**src/rtl/dma_rf_pkg.sv**
```systemverilog
package dma_rf_pkg;
  localparam int OFF_W        = 8;
  localparam int REG_W        = 32;
  localparam int BUSY_BIT     = 24;
  localparam int IRQ_LOW_W    = 24;
  localparam int IRQ_EN_LSB   = 16;
  localparam int IRQ_FLAG_LSB = 24;

  // upper nibble of channel 0's bank; channel n uses nibble CH_BANK0 + n
  localparam logic [3:0] CH_BANK0 = 4'h8;
  localparam logic [3:0] SUB_ADDR = 4'h0;
  localparam logic [3:0] SUB_CNT  = 4'h4;
  localparam logic [3:0] SUB_CTRL = 4'h8;
  localparam logic [OFF_W-1:0] OFF_GLOB = 8'hF0;
  localparam logic [OFF_W-1:0] OFF_IRQ  = 8'hF4;

  function automatic int chan_en_bit(input int n);
    return 4 * n + 3;
  endfunction
endpackage

```
**src/rtl/dma_rf_decode.sv**
```systemverilog
module dma_rf_decode
  import dma_rf_pkg::*;
#(
  parameter int NUM_CH = 7
) (
  input  logic [OFF_W-1:0]  off,
  output logic [NUM_CH-1:0] hit_addr,
  output logic [NUM_CH-1:0] hit_cnt,
  output logic [NUM_CH-1:0] hit_ctrl,
  output logic              hit_glob,
  output logic              hit_irq
);
  for (genvar n = 0; n < NUM_CH; n++) begin : g_ch
    logic bank_hit;
    assign bank_hit    = (off[OFF_W-1:4] == 4'(int'(CH_BANK0) + n));
    assign hit_addr[n] = bank_hit && (off[3:0] == SUB_ADDR);
    assign hit_cnt[n]  = bank_hit && (off[3:0] == SUB_CNT);
    assign hit_ctrl[n] = bank_hit && (off[3:0] == SUB_CTRL);
  end

  assign hit_glob = (off == OFF_GLOB);
  assign hit_irq  = (off == OFF_IRQ);
endmodule

```
**src/rtl/dma_rf_channel.sv**
```systemverilog
module dma_rf_channel
  import dma_rf_pkg::*;
#(
  parameter int DW = REG_W
) (
  input  logic          clk,
  input  logic          rst_n,
  input  logic          wr,
  input  logic          hit_addr,
  input  logic          hit_cnt,
  input  logic          hit_ctrl,
  input  logic [DW-1:0] wdata,
  input  logic          chan_en,
  input  logic          done,
  output logic [DW-1:0] addr_q,
  output logic [DW-1:0] cnt_q,
  output logic [DW-1:0] ctrl_q,
  output logic          start_q
);
  logic          addr_we, cnt_we, ctrl_we;
  logic [DW-1:0] ctrl_d;
  logic          start_d;

  always_comb begin
    addr_we = wr && hit_addr;
    cnt_we  = wr && hit_cnt;
    ctrl_we = (wr && hit_ctrl) || done;
    ctrl_d  = ctrl_q;
    if (wr && hit_ctrl) begin
      ctrl_d = wdata;             // a register write wins over completion
    end else if (done) begin
      ctrl_d[BUSY_BIT] = 1'b0;
    end
    start_d = wr && hit_ctrl && wdata[BUSY_BIT] && chan_en;
  end

  always_ff @(posedge clk or negedge rst_n) begin
    if (!rst_n) begin
      addr_q  <= '0;
      cnt_q   <= '0;
      ctrl_q  <= '0;
      start_q <= 1'b0;
    end else begin
      if (addr_we) addr_q <= wdata;
      if (cnt_we)  cnt_q  <= wdata;
      if (ctrl_we) ctrl_q <= ctrl_d;
      start_q <= start_d;
    end
  end
endmodule

```
**src/rtl/dma_rf_irq.sv**
```systemverilog
module dma_rf_irq
  import dma_rf_pkg::*;
#(
  parameter int NUM_CH = 7,
  parameter int DW     = REG_W
) (
  input  logic              clk,
  input  logic              rst_n,
  input  logic              wr_hit,
  input  logic [DW-1:0]     wdata,
  input  logic [NUM_CH-1:0] done,
  output logic [DW-1:0]     irq_q
);
  logic [DW-1:0] irq_d;
  logic          irq_we;

  always_comb begin
    irq_we = wr_hit || (|done);
    irq_d  = irq_q;
    if (wr_hit) begin
      irq_d[IRQ_LOW_W-1:0]  = wdata[IRQ_LOW_W-1:0];
      irq_d[DW-1:IRQ_LOW_W] = irq_q[DW-1:IRQ_LOW_W] & ~wdata[DW-1:IRQ_LOW_W];
    end
    // flag raising comes last so it overrides a simultaneous clear
    for (int n = 0; n < NUM_CH; n++) begin
      if (done[n] && irq_q[IRQ_EN_LSB+n]) irq_d[IRQ_FLAG_LSB+n] = 1'b1;
    end
  end

  always_ff @(posedge clk or negedge rst_n) begin
    if (!rst_n) begin
      irq_q <= '0;
    end else if (irq_we) begin
      irq_q <= irq_d;
    end
  end
endmodule

```
**src/rtl/dma_regfile.sv**
```systemverilog
module dma_regfile
  import dma_rf_pkg::*;
#(
  parameter int NUM_CH = 7,
  parameter int DW     = REG_W,
  localparam int VW    = NUM_CH * DW
) (
  input  logic              clk,
  input  logic              rst_n,
  input  logic              reg_wr,
  input  logic [OFF_W-1:0]  reg_addr,
  input  logic [DW-1:0]     reg_wdata,
  output logic [DW-1:0]     reg_rdata,
  input  logic [NUM_CH-1:0] xfer_done,
  output logic [NUM_CH-1:0] start_pulse,
  output logic [VW-1:0]     start_addr,
  output logic [VW-1:0]     start_count,
  output logic [VW-1:0]     start_ctrl
);
  logic [1:0]        rst_sync;
  logic              rst_core_n;
  logic [NUM_CH-1:0] hit_addr, hit_cnt, hit_ctrl;
  logic              hit_glob, hit_irq;
  logic [DW-1:0]     glob_q;
  logic [DW-1:0]     irq_q;
  logic [NUM_CH-1:0] chan_en;
  logic [DW-1:0]     ch_addr [NUM_CH];
  logic [DW-1:0]     ch_cnt  [NUM_CH];
  logic [DW-1:0]     ch_ctrl [NUM_CH];

  // asynchronous assert, synchronous release
  always_ff @(posedge clk or negedge rst_n) begin
    if (!rst_n) rst_sync <= 2'b00;
    else        rst_sync <= {rst_sync[0], 1'b1};
  end
  assign rst_core_n = rst_sync[1];

  dma_rf_decode #(.NUM_CH(NUM_CH)) i_decode (
    .off      (reg_addr),
    .hit_addr (hit_addr),
    .hit_cnt  (hit_cnt),
    .hit_ctrl (hit_ctrl),
    .hit_glob (hit_glob),
    .hit_irq  (hit_irq)
  );

  always_ff @(posedge clk or negedge rst_core_n) begin
    if (!rst_core_n)             glob_q <= '0;
    else if (reg_wr && hit_glob) glob_q <= reg_wdata;
  end

  for (genvar n = 0; n < NUM_CH; n++) begin : g_ch
    assign chan_en[n] = glob_q[chan_en_bit(n)];

    dma_rf_channel #(.DW(DW)) i_channel (
      .clk      (clk),
      .rst_n    (rst_core_n),
      .wr       (reg_wr),
      .hit_addr (hit_addr[n]),
      .hit_cnt  (hit_cnt[n]),
      .hit_ctrl (hit_ctrl[n]),
      .wdata    (reg_wdata),
      .chan_en  (chan_en[n]),
      .done     (xfer_done[n]),
      .addr_q   (ch_addr[n]),
      .cnt_q    (ch_cnt[n]),
      .ctrl_q   (ch_ctrl[n]),
      .start_q  (start_pulse[n])
    );

    assign start_addr[n*DW +: DW]  = ch_addr[n];
    assign start_count[n*DW +: DW] = ch_cnt[n];
    assign start_ctrl[n*DW +: DW]  = ch_ctrl[n];
  end

  dma_rf_irq #(.NUM_CH(NUM_CH), .DW(DW)) i_irq (
    .clk    (clk),
    .rst_n  (rst_core_n),
    .wr_hit (reg_wr && hit_irq),
    .wdata  (reg_wdata),
    .done   (xfer_done),
    .irq_q  (irq_q)
  );

  always_comb begin
    reg_rdata = '0;
    for (int n = 0; n < NUM_CH; n++) begin
      if (hit_addr[n]) reg_rdata = ch_addr[n];
      if (hit_cnt[n])  reg_rdata = ch_cnt[n];
      if (hit_ctrl[n]) reg_rdata = ch_ctrl[n];
    end
    if (hit_glob) reg_rdata = glob_q;
    if (hit_irq)  reg_rdata = irq_q;
  end
endmodule

```
**config.mk**
```make
export PLATFORM = sky130hd
export DESIGN_NAME = dma_regfile
export DESIGN_NICKNAME = d
export VERILOG_FILES = /design/src/rtl/dma_rf_pkg.sv /design/src/rtl/dma_rf_decode.sv /design/src/rtl/dma_rf_channel.sv /design/src/rtl/dma_rf_irq.sv /design/src/rtl/dma_regfile.sv
export SDC_FILE = /design/constraint.sdc
export NUM_CORES = 1
export LEC_CHECK = 0
export BUFFER_PORTS_ARGS = -buffer_cell sky130_fd_sc_hd__buf_2
export CAP_MARGIN = 30
export CORE_MARGIN = 2
export CORE_UTILIZATION = 40
export CTS_CLUSTER_DIAMETER = 150
export DETAILED_ROUTE_END_ITERATION = 8
export PLACE_DENSITY = 0.59
export SLEW_MARGIN = 20
export SYNTH_ARGS = -nofsm -noshare
export SYNTH_HDL_FRONTEND = slang
export SYNTH_HIERARCHICAL = 1
export SYNTH_SLANG_ARGS = --single-unit
```
**constraint.sdc**
```tcl
create_clock -name clk -period 41.8 [get_ports clk]
set_clock_uncertainty 0.15 [all_clocks]
set_input_delay 6.27 -clock clk [delete_from_list [all_inputs] [get_ports clk]]
set_output_delay 6.27 -clock clk [all_outputs]
set_load 0.05 [all_outputs]
```
==> results.md <==
* Status: finished, final reports clean
* Max VDD drop at 0.0356 mV
* HPWL Detailed at approximately 110000 um
* Number of global-route vias before repair at 26082
* Initial antenna violation count at 11
* Worst-path clk slew at roughly 0.050 ns
* CTS tree: yes
* Vias per cell at between 6 and 7
* Worst hold slack at 0.198 ns
* Unrepaired setup endpoints after global routing: no
* Pleak at 22.6 nW
* # rows at between 100 and 150
* Fin. Hold Viols at 0
* Total Neg Setup Slack at 0 ns
* Post-layout nets at 3400
* Critical path capture point type: primary output
* Layout area overhead at 23.9%
* CTS resizes at 0
* Final WL at 150000 um
* Post-route ant nets at 0
* Initial Utilization at 40.2%
* Fillers at 7856
* H-tree lvl count at 3
* Most frequent cells in the layout: buf_2, dfrtp_1, mux2_2, a22oi_1, nand2_1
* Tot Pwr at 1.83 mW
* Worst rel slew slack at approximately 29%
* Vias post-DR at ~28000
* Largest net degree at the start of global routing at 180
* Top-area cell type share of the netlist area at 54.6%
* Post-synthesis cell area at 34200 sq um
* GPL Wtd Cong at 0.994
* Most used DFF post-synth: dfrtp_1
* WL/cell at 32.8 um
* Most common cell after layout, fill and taps aside: buf_2
* Area of the multi-input gates at 14700 sq um
* Critical Path AT at 10.45 ns
* Total grt overflow at 0
* Post-synth top area cell: dfrtp_1
* Die ar. at ~88000 sq um
* Ratio of cells with drive above 1 in the final layout at 52.3%
* Max cap viols at 0
* Post-synth EDFFs at 0
* Die span in x at 296 um
* Slew Limit Fails at 0
* Synth Area per Inst at about 13 sq um
* Worst path required time at 35.38 ns
* Post-layout instance count excluding filler cells at 4571
* Drt first pass iters at 5
* Port Buffers at 760
* Sequential share of the synthesized area at 54.6%
* Clock Path Buffers at 3
* Setup CP Type: input port to primary output
* Clock latency on the worst-skew pair at 0.64 ns
* Clock sinks at about 750
* Final setup viols at 0
* Register bit total from synthesis at 745
* CTS Buf Count at 85
* Syn. warnings at 6
* Iteration-0 DRC Markers at between 2000 and 2500
* I/O pins at 761
* Post-layout util at between 40% and 50%
* Die Ht at 296 um
* Fraction of registers with async set/reset at 100%
* Unique masters post-synth at 50
* Measured slew at the worst slew-check pin at 1.07 ns
* Post-route minimum period at approximately 17 ns
* Hold Crit Class: flip-flop to flip-flop
* Root Driver: clkbuf_16
* Synth Net Count at around 2700
* CP Max Fanout at 67
* DP Cell Count at 4404
* First-pass GRT wire length at 207000 um
* Startpoint Class: input port
* Reg area at 18600 sq um
* Pwr Density at around 43 nW/um^2
* Post-CTS Hold Fix Bufs at 0
* DRC errors left at 0
* Crit share post-route at 40.4%
* Synth top area cells: dfrtp_1, mux2_2, a22oi_1
* Fmax at 59.3 MHz
* Postcts setup bufs at 0
* Synth Instances at 2636
* Total GRT Usage at 33.2%
* Core area at 84900 sq um
-- final timing paths --
path	startpoint	end	slack, ns	cells after the start
hold reg to reg	rst_sync[0]	rst_sync[1]	0.20	0
hold / removal	rst_sync[0]	rst_sync[1]	0.20	0
min in group asynchronous	rst_sync[1]	g_ch[2].i_channel/ctrl_q[22]	0.29	0
setup reg to reg	rst_sync[1]	g_ch[3].i_channel/ctrl_q[6]	38.83	2
max in group asynchronous	rst_n	rst_sync[1]	36.14	1
setup / recovery	reg_addr[1]	reg_rdata[17]	24.93	11
-- metal layers --
layer  GRT usage, %  part of all wire [%]  up-vias
li1               -                     -    11377
met1           43.9                    40    14552
met2           52.5                    46     1412
met3           7.45                   8.4      301
met4           14.1                   4.9        6
met5              0                 0.028        -
-- metrics by stage --
stage / instance area [sq um] / setup WS, ns
after detailed placement: 39300 / 24.90
after CTS: 42300 / 24.89
after global routing: 42300 / 24.74
final: 42300 / 24.93
after global placement: 38900 / 24.83
after floorplan: 34200 / 19.35
-- state kept, by name (all words and copies together) (netlist names) --
signal                  count
g_ch.i_channel/addr_q     224
g_ch.i_channel/ctrl_q     224
g_ch.i_channel/cnt_q      224
i_irq/irq_q                32
rst_sync                    2
g_ch.i_channel/start_q      7
glob_q                     32
-- Yosys cell counts (all sizes together) (7+ instances only) --
cell type / instances
o21ai: 68
nor2: 93
buf: 101
nand3: 32
a22oi: 124
o211ai: 62
nand4: 32
nor2b: 16
a21oi: 34
o311ai: 31
nand2: 142
o2111ai: 32
clkbuf: 95
a221oi: 62
dfrtp: 745
or3b: 33
mux2: 728
a22o: 7
o22ai: 93
nand2b: 65
-- kinds of logic (layout without fill, tap and decap cells) --
logic type	after synthesis	after routing	share of synthesized area, %
other cells	1	10	0.0110
simple gates	439	439	6.67
flops	745	745	54.6
compound gates	522	522	11.4
buf+inv	201	983	3.04
mux	728	728	24.2
-- power breakdown --
part	switching (mW)	internal, mW	total, mW
clock network	0.321	0.481	0.802
logic	0.186	0.0556	0.242
registers	0.0341	0.757	0.792
total	0.541	1.29	1.83
-- critical path, cell delays in order --
cell and delay, ns:
buf_2 0.11, or4b_1 0.84, nor2_4 0.19, buf_4 0.60, or3b_2 0.48, buf_4 0.49, o2111ai_2 0.24, nor2_1 0.23
nand4_1 0.11, a22oi_1 0.45, buf_2 0.35
-- final cells by class --
cell class	count	area share (%)
diodes	9	0.0532
clock inverters	34	1.25
inverters	5	0.0443
repair buffers	823	10.8
clock buffers	121	5.82
well taps	1144	3.38
multi-input cells	1690	34.6
flip-flops and latches	745	44.1
Power figures use the tool's default switching activity.
